==> src/rtl/alu11_pkg.sv <==
package alu11_pkg;

  localparam int DATA_W = 32;
  localparam int OP_W   = 4;

  typedef enum logic [OP_W-1:0] {
    OP_ADD  = 4'b0000,
    OP_SUB  = 4'b0001,
    OP_AND  = 4'b0010,
    OP_OR   = 4'b0011,
    OP_INV  = 4'b0100,
    OP_ASR  = 4'b1000,
    OP_LSR  = 4'b1001,
    OP_LSL  = 4'b1010,
    OP_ROL  = 4'b1100,
    OP_ROR  = 4'b1101,
    OP_PASS = 4'b1110
  } alu_op_e;

endpackage

==> src/rtl/alu11_addsub.sv <==
module alu11_addsub #(
  parameter int W = alu11_pkg::DATA_W
) (
  input  logic [W-1:0] a_i,
  input  logic [W-1:0] b_i,
  input  logic         sub_i,
  output logic [W-1:0] sum_o,
  output logic         carry_o,
  output logic         ovf_o
);

  logic [W-1:0] b_eff;
  logic [W:0]   wide;

  always_comb begin
    b_eff   = sub_i ? ~b_i : b_i;
    wide    = {1'b0, a_i} + {1'b0, b_eff} + {{W{1'b0}}, sub_i};
    sum_o   = wide[W-1:0];
    carry_o = sub_i ? ~wide[W] : wide[W];
    ovf_o   = (a_i[W-1] == b_eff[W-1]) && (sum_o[W-1] != a_i[W-1]);
  end

  // Independent checks with sign-extended arithmetic one bit wider.
  logic signed [W:0] ext_res;

  always_comb begin
    if (sub_i) ext_res = $signed({a_i[W-1], a_i}) - $signed({b_i[W-1], b_i});
    else       ext_res = $signed({a_i[W-1], a_i}) + $signed({b_i[W-1], b_i});
    // overflow iff the wide signed result does not fit in W bits
    p_ovf_range_r3: assert (ovf_o == (ext_res != $signed({sum_o[W-1], sum_o})))
      else $error("overflow flag disagrees with wide signed result");
    // borrow iff A < B unsigned
    p_borrow_r2: assert (!sub_i || (carry_o == (a_i < b_i)))
      else $error("borrow flag disagrees with unsigned compare");
  end

endmodule

==> src/rtl/alu11_logic.sv <==
module alu11_logic #(
  parameter int W = alu11_pkg::DATA_W
) (
  input  logic [W-1:0] a_i,
  input  logic [W-1:0] b_i,
  output logic [W-1:0] and_o,
  output logic [W-1:0] or_o,
  output logic [W-1:0] inv_o
);

  always_comb begin
    and_o = a_i & b_i;
    or_o  = a_i | b_i;
    inv_o = ~a_i;
  end

  always_comb begin
    // every bit set in the AND is also set in the OR
    p_and_in_or_r4: assert ((and_o & ~or_o) == '0)
      else $error("AND result not contained in OR result");
    // inversion differs from A in every bit
    p_inv_all_r5: assert (&(inv_o ^ a_i))
      else $error("inversion leaves a bit of A unchanged");
  end

endmodule

==> src/rtl/alu11_shift.sv <==
module alu11_shift #(
  parameter int W = alu11_pkg::DATA_W
) (
  input  logic [W-1:0] a_i,
  output logic [W-1:0] asr_o,
  output logic [W-1:0] lsr_o,
  output logic [W-1:0] lsl_o,
  output logic [W-1:0] rol_o,
  output logic [W-1:0] ror_o
);

  localparam int MSB = W - 1;

  for (genvar i = 0; i < W; i++) begin : g_bit
    if (i == MSB) begin : g_top
      assign asr_o[i] = a_i[MSB];
      assign lsr_o[i] = 1'b0;
      assign ror_o[i] = a_i[0];
    end else begin : g_mid
      assign asr_o[i] = a_i[i+1];
      assign lsr_o[i] = a_i[i+1];
      assign ror_o[i] = a_i[i+1];
    end
    if (i == 0) begin : g_low
      assign lsl_o[i] = 1'b0;
      assign rol_o[i] = a_i[MSB];
    end else begin : g_up
      assign lsl_o[i] = a_i[i-1];
      assign rol_o[i] = a_i[i-1];
    end
  end

  always_comb begin
    // arithmetic right keeps the sign, logical right clears the top bit
    p_asr_sign_r6: assert (asr_o[MSB] == a_i[MSB] && lsr_o[MSB] == 1'b0)
      else $error("right shift fill bit wrong");
    // left shift clears bit 0
    p_lsl_fill_r7: assert (lsl_o[0] == 1'b0)
      else $error("left shift fill bit wrong");
    // rotations conserve the number of ones and wrap the end bit
    p_rot_wrap_r8: assert ($countones(rol_o) == $countones(a_i) &&
                           $countones(ror_o) == $countones(a_i) &&
                           rol_o[0] == a_i[MSB] && ror_o[MSB] == a_i[0])
      else $error("rotation lost or misplaced a bit");
  end

endmodule

==> src/rtl/alu11.sv <==
module alu11
  import alu11_pkg::*;
#(
  parameter int W = DATA_W
) (
  input  logic [OP_W-1:0] op_i,
  input  logic [W-1:0]    a_i,
  input  logic [W-1:0]    b_i,
  output logic [W-1:0]    result_o,
  output logic            zero_o,
  output logic            carry_o,
  output logic            ovf_o
);

  logic [W-1:0] sum_w, and_w, or_w, inv_w;
  logic [W-1:0] asr_w, lsr_w, lsl_w, rol_w, ror_w;
  logic         as_carry, as_ovf, is_arith, is_sub;

  assign is_sub   = (op_i == OP_SUB);
  assign is_arith = (op_i == OP_ADD) || is_sub;

  alu11_addsub #(.W(W)) u_addsub (
    .a_i     (a_i),
    .b_i     (b_i),
    .sub_i   (is_sub),
    .sum_o   (sum_w),
    .carry_o (as_carry),
    .ovf_o   (as_ovf)
  );

  alu11_logic #(.W(W)) u_logic (
    .a_i   (a_i),
    .b_i   (b_i),
    .and_o (and_w),
    .or_o  (or_w),
    .inv_o (inv_w)
  );

  alu11_shift #(.W(W)) u_shift (
    .a_i   (a_i),
    .asr_o (asr_w),
    .lsr_o (lsr_w),
    .lsl_o (lsl_w),
    .rol_o (rol_w),
    .ror_o (ror_w)
  );

  always_comb begin
    case (op_i)
      OP_ADD,
      OP_SUB:  result_o = sum_w;
      OP_AND:  result_o = and_w;
      OP_OR:   result_o = or_w;
      OP_INV:  result_o = inv_w;
      OP_ASR:  result_o = asr_w;
      OP_LSR:  result_o = lsr_w;
      OP_LSL:  result_o = lsl_w;
      OP_ROL:  result_o = rol_w;
      OP_ROR:  result_o = ror_w;
      OP_PASS: result_o = a_i;
      default: result_o = '0;
    endcase
    carry_o = is_arith & as_carry;
    ovf_o   = is_arith & as_ovf;
    zero_o  = ~|result_o;
  end

  always_comb begin
    // zero flag matches an all-zero result
    p_zero_flag_r11: assert (zero_o == ($countones(result_o) == 0))
      else $error("zero flag disagrees with result");
    // flags stay low outside add and subtract
    p_flags_quiet_r12: assert (is_arith || (!carry_o && !ovf_o))
      else $error("flag raised by a non-arithmetic code");
    // undefined codes give zero
    p_unused_zero_r10: assert (!(op_i == 4'b0101 || op_i == 4'b0110 || op_i == 4'b0111 ||
                                 op_i == 4'b1011 || op_i == 4'b1111) || zero_o)
      else $error("undefined code gave a non-zero result");
    // pass-through returns A
    p_pass_a_r9: assert (op_i != OP_PASS || result_o == a_i)
      else $error("pass-through code altered A");
  end

endmodule

==> config.mk <==
export PLATFORM = sky130hd
export DESIGN_NAME = alu11
export DESIGN_NICKNAME = d
export VERILOG_FILES = /design/src/rtl/alu11_pkg.sv /design/src/rtl/alu11_addsub.sv /design/src/rtl/alu11_logic.sv /design/src/rtl/alu11_shift.sv /design/src/rtl/alu11.sv
export SDC_FILE = /design/constraint.sdc
export NUM_CORES = 1
export LEC_CHECK = 0
export BUFFER_PORTS_ARGS = -buffer_cell sky130_fd_sc_hd__buf_2
export CELL_PAD_IN_SITES_DETAIL_PLACEMENT = 1
export CELL_PAD_IN_SITES_GLOBAL_PLACEMENT = 2
export CORE_MARGIN = 1
export CORE_UTILIZATION = 30
export DETAILED_ROUTE_END_ITERATION = 10
export GPL_TIMING_DRIVEN = 0
export PLACE_DENSITY = 0.84
export RECOVER_POWER = 50
export SYNTH_ARGS = -nofsm -noshare
export SYNTH_HDL_FRONTEND = slang
export SYNTH_SLANG_ARGS = --single-unit
==> constraint.sdc <==
create_clock -name vclk -period 6.6
set_clock_uncertainty 0.2 [all_clocks]
set_input_delay 0.33 -clock vclk [all_inputs]
set_output_delay 0.33 -clock vclk [all_outputs]
set_load 0.02 [all_outputs]
## Word level (Yosys, flattened, before mapping)

Index checks and enable logic that the tools add are counted.

| storage, ports and cells | value |
|---|---|
| bits in registers | 0 |
| input bits | 68 |
| output and inout port bits | 35 |
| word-level logic and storage cells | 30 |

| cells by class | value |
|---|---|
| add/sub/neg operators | 2 |
| equal/unequal tests | 12 |
| muxes and demuxes | 3 |
| bitwise gates (word level) | 7 |
| reduce and logical (&&, ||, !) cells | 6 |

Operators with widths:

| kind | number |
|---|---|
| case mux 32 bit (10 select lines) | 1 |
| NOT 32 bit | 2 |
| adder 32 x 32 -> 33 bit | 1 |
| adder 33 x 1 -> 33 bit | 1 |
| bitwise AND 32 bit | 1 |
| two-way mux 32 bit | 1 |
| bitwise OR 32 bit | 1 |
| OR reduction 32 bit | 1 |
| == test 4 bit (second input constant) | 6 |
| == test 4 x 2 -> 1 bit (second input constant) | 2 |
| == test 4 x 1 -> 1 bit (second input constant) | 1 |
| == test 4 x 3 -> 1 bit (second input constant) | 1 |
| zero test 4 bit | 1 |
| bitwise AND 1 bit | 2 |
| OR reduction 2 bit | 1 |
| == test 1 bit | 1 |
| logical AND 1 bit | 1 |
| zero test 1 bit | 1 |
| logical OR 1 bit | 1 |
| two-way mux 1 bit | 1 |
| != test 1 bit | 1 |
| NOT 1 bit | 1 |

## Logic depth before layout (Yosys ltp)

| depth | value |
|---|---|
| word-level depth | 7 |
| gate-level depth with buffers | 17 |
| mapped depth without buffers | 14 |

## Modules after synthesis

Synthesis repeated with hierarchy kept, for this count alone.

| unflattened totals | value |
|---|---|
| cell total of the unflattened synthesis | 898 |
| area total of the unflattened synthesis | 6386.1 um^2 |

Modules (own cells, without submodules):

| module | times used | cells each | area an instance (um^2) | sequential area each (um^2) |
|---|---|---|---|---|
| alu11_addsub | 1 | 357 | 2493.6 | 0.0 |
| alu11 | 1 | 284 | 2129.5 | 0.0 |
| alu11_shift | 1 | 161 | 1204.9 | 0.0 |
| alu11_logic | 1 | 96 | 558.0 | 0.0 |

## Worst setup path after synthesis

No wires, ideal clock.

| timing path | value |
|---|---|
| path type | input-to-output |
| start | in op_i[1] |
| end | out zero_o |
| data arrival time | 4.942 ns |
| data required time | 6.070 ns |
| path slack | 1.128 ns |
| stages | 16 |
| buffers on the path | 3 |
| cells stage by stage | buf_2 nor4b_1 clkbuf_1 clkbuf_1 mux2i_1 fa_1 nand2b_1 a21oi_1 xnor2_1 o221ai_1 or4_1 or4_1 nor4_1 nand4b_1 or4_1 nor3_1 |

| on the way | value |
|---|---|
| word-level cells in the longest chain between the ends | 7 |
| elaborated cells on any way between the ends | 18 |
| those cells by class | add/sub: 2; eq/ne: 10; mux: 2; reduce/logical: 4 |

RTL lines:

| item | line | source |
|---|---|---|
| from (decl) | alu11.sv:6 | `input logic [OP_W-1:0] op_i,` |
| == test 4 x 1 -> 1 bit | alu11.sv:19, alu11.sv:49 |  |
| two-way mux 32 bit | alu11_addsub.sv:16 | `b_eff = sub_i ? ~b_i : b_i;` |
| adder 32 x 32 -> 33 bit | alu11_addsub.sv:17 | `wide = {1'b0, a_i} + {1'b0, b_eff} + {{W{1'b0}}, sub_i};` |
| adder 33 x 1 -> 33 bit | alu11_addsub.sv:17 |  |
| case mux 32 bit (10 select lines) (*) | alu11.sv:49 | `case (op_i)` |
| named net result_o[4] | alu11.sv:9 | `output logic [W-1:0] result_o,` |
| OR reduction 32 bit (*) | alu11.sv:65 | `zero_o = ~\|result_o;` |
| zero test 1 bit (*) | alu11.sv:65 |  |
| to (decl) | alu11.sv:10 | `output logic zero_o,` |

The timed path passes the listed nets; every way through them passes the cells marked *.

## Worst setup path after layout

| timing path | value |
|---|---|
| start | in op_i[1] |
| end | out zero_o |

| on the way | value |
|---|---|
| word-level cells in the longest chain between the ends | 7 |
| elaborated cells on any way between the ends | 18 |
| those cells by class | add/sub: 2; eq/ne: 10; mux: 2; reduce/logical: 4 |

RTL lines:

| item | line |
|---|---|
| == test 4 x 1 -> 1 bit | alu11.sv:19, alu11.sv:49 |
| two-way mux 32 bit | alu11_addsub.sv:16 |
| adder 32 x 32 -> 33 bit | alu11_addsub.sv:17 |
| adder 33 x 1 -> 33 bit | alu11_addsub.sv:17 |
| case mux 32 bit (10 select lines) (*) | alu11.sv:49 |
| OR reduction 32 bit (*) | alu11.sv:65 |
| zero test 1 bit (*) | alu11.sv:65 |

Every way passes the cells marked *; elsewhere a longest branch is shown, timed or not.

==> impl_results.md <==
* Run status: finished, final reports clean
* Crit Path Category: primary input to output port
* Power density cells at 104.9 nW/um^2
* Worst hold margin at 949.5 ps
* N_diodes at 0
* Largest net degree at the start of global routing at 11
* Critical Path, Cell by Cell: buf_2, nor4b_1, clkbuf_1, clkbuf_1, xor2_1, ha_1, a21oi_1, o21ai_0, a221oi_1, o211ai_1, nor2_1, nor4_1, nand4b_1, or4_1, or4_1, nor3_1, buf_2
* Post-synthesis sequential area ratio at 0
* Port bufs at 101
* Crit Path Max Fanout at 10
* Fin nets at 861
* Crit-path slowest cell: clkbuf_1
* Largest delay share family, worst path: simple AND/OR/NAND/NOR gates
* Clock buf count at 0
* Yosys warnings at 0
* GRT Residual Overflow at 0
* Core outline area at 13,880 sq um
* WP data required at 6070 ps
* Tot GR Track Use at 0.2745
* Final hold vios at 0
* First-pass GRT wire length at 31,930 um
* Final Instance Area at 4991 sq um
* Number of buffers and inverters on the critical path at 4
* Post-Route WL at 20,600 um
* Seq_cells at 0
* Max incr delay on CP at 770 ps
* Initial Utilization at 0.3074
* Post-Syn Instances at 653
* Static Leak at 2.017 nW
* HP Class: primary input to output port
* Chip width at 121.3 um
* Worst EP arrival at 5690 ps
* # setup viols final at 0
* Wire per inst at 22.06 um
* Vias in the first global route at 5,973
* GP Congestion at 0.8836
* Crit share post-route at 0.9422
* Detailed Routing Iterations Pass 1 at 6
* Placed cell area at 4997 sq um
* Ranking of synthesized cells by area: ha_1 11%, xor2_1 7.6%, a21oi_1 6.2%
* Worst-Margin Slew at 957.5 ps
* Total number of vias at 5,926
* Initial antenna violation count at 0
* RSZ-0062 raised after global routing: no
* Mapped Nets at 758
* Pins Over Slew Limit at 0
* Area Growth Syn to Fin at 16.98%
* Crit path time final at 6218 ps
* F_max at 160.8 MHz
* Detailed Route Iter0 Violations at 495
* Kind of end point of the critical path: output port
* Max cap viols at 0
* Share of the synthesized area in the top cell type at 0.1056
* Register area at 0 sq um
* Most area-hungry cell type in the Yosys netlist: ha_1
* DP Wirelength at 16,580 um
* Via/cell ratio at 6.345
* Startpoint Class: primary input
* IO Pins at 103
* Synth unique cells at 63
* Max_slew headroom at 0.3617
* DRC Markers at 0
* Average size of a mapped cell at 6.534 sq um
* Final ANT Viol Nets at 0
* Post-CTS Hold Fix Bufs at 0
* Die H at 121.3 um
* Row Count at 43
* Final Power at 523.5 uW
* Share of cells above drive strength 1 at 0.1419
* Die area at 14,700 sq um
* Mapped cell area at 4267 sq um
* Peak supply drop at 0.02988 mV
-- what timing repair did --
| action | in CTS | in global routing |
|---|---|---|
| resized for setup | 1 | 5 |
| gates cloned | 0 | 0 |
| endpoints found under the setup margin | 1 | 1 |
| buffers inserted | 0 | 0 |
-- cell usage in the layout, fill, tap and decap left out, types with 4 or more instances in the layout --
cell type	synthesis	final
a21oi_1	53	53
a221o_1	8	8
a221oi_1	26	26
a22o_1	17	17
a22oi_1	13	13
a31oi_1	11	11
and3_1	5	5
buf_1	5	5
buf_2	8	97
clkbuf_1	44	54
ha_1	36	36
inv_1	15	15
maj3_1	26	26
mux2i_1	8	8
nand2_1	63	63
nand2b_1	9	9
nand3_1	20	20
nand3b_1	5	5
nand4_1	14	14
nor2_1	39	39
nor2b_1	4	4
nor3_1	30	30
nor3b_1	4	4
nor4_1	4	4
o211ai_1	10	10
o21a_1	6	6
o21ai_0	51	52
o21bai_1	4	4
o221ai_1	4	4
o31ai_1	5	5
or4_1	5	5
xnor2_1	8	8
xor2_1	37	37
-- metal layers --
metal	vias up	share of wire	global-route usage
li1	2736	-	-
met1	2884	0.43	0.3504
met2	263	0.47	0.4754
met3	43	0.073	0.03148
met4	0	0.033	0.09105
met5	-	0	0
-- final timing paths --
check	startpoint	end	slack (ps)	cells past startpoint
worst max-delay path	op_i[1]	zero_o	380	17
worst min-delay path	a_i[2]	result_o[1]	950	4
-- cell type report --
| type | instances | area, sq um |
|---|---|---|
| Buffer | 58 | 237.7 |
| Fill cell | 1878 | 8890 |
| Inverter | 15 | 56.30 |
| Multi-Input combinational cell | 580 | 3981 |
| Tap cell | 180 | 225.2 |
| Timing Repair Buffer | 101 | 490.5 |
-- worst min-delay path: stages --
cell	delay (ps)
buf_2	150
nand2_1	70
o221ai_1	90
buf_2	180
-- cell families (layout without fill, tap and decap cells) --
group / Yosys count / in the layout / synth area share
simple gates: 218 / 218 / 0.2545
fa+ha+maj: 63 / 63 / 0.1713
mux: 9 / 9 / 0.02141
buf+inv: 73 / 174 / 0.06833
compound gates: 245 / 245 / 0.3921
xor+xnor: 45 / 45 / 0.09238
-- report_power, final --
part / switching, mW / internal, mW / total [mW]
Combinational: 0.342 / 0.182 / 0.523
Sequential: 0 / 0 / 0
Clock: 0 / 0 / 0
Total: 0.342 / 0.182 / 0.523
-- synth_stat cells (all sizes together), types with 6 or more instances --
master / n
a21oi: 53
a221o: 8
a221oi: 26
a22o: 17
a22oi: 13
a31oi: 11
buf: 14
clkbuf: 44
ha: 36
inv: 15
maj3: 26
mux2i: 8
nand2: 63
nand2b: 9
nand3: 20
nand4: 14
nor2: 39
nor3: 30
o211ai: 10
o21a: 6
o21ai: 53
xnor2: 8
xor2: 37
-- stage by stage --
step	instances	setup slack, ps	util	setup TNS (ps)
2_1_floorplan	653	1128	-	0
3_3_place_gp	934	-4.922	0.3600	-4.922
3_5_place_dp	934	-103.4	0.3600	-103.4
4_1_cts	934	144.7	0.3601	0
5_1_grt	934	71.20	0.3596	0
6_report	934	381.5	0.3596	0
No activity file was read; power rests on OpenSTA's default activity.
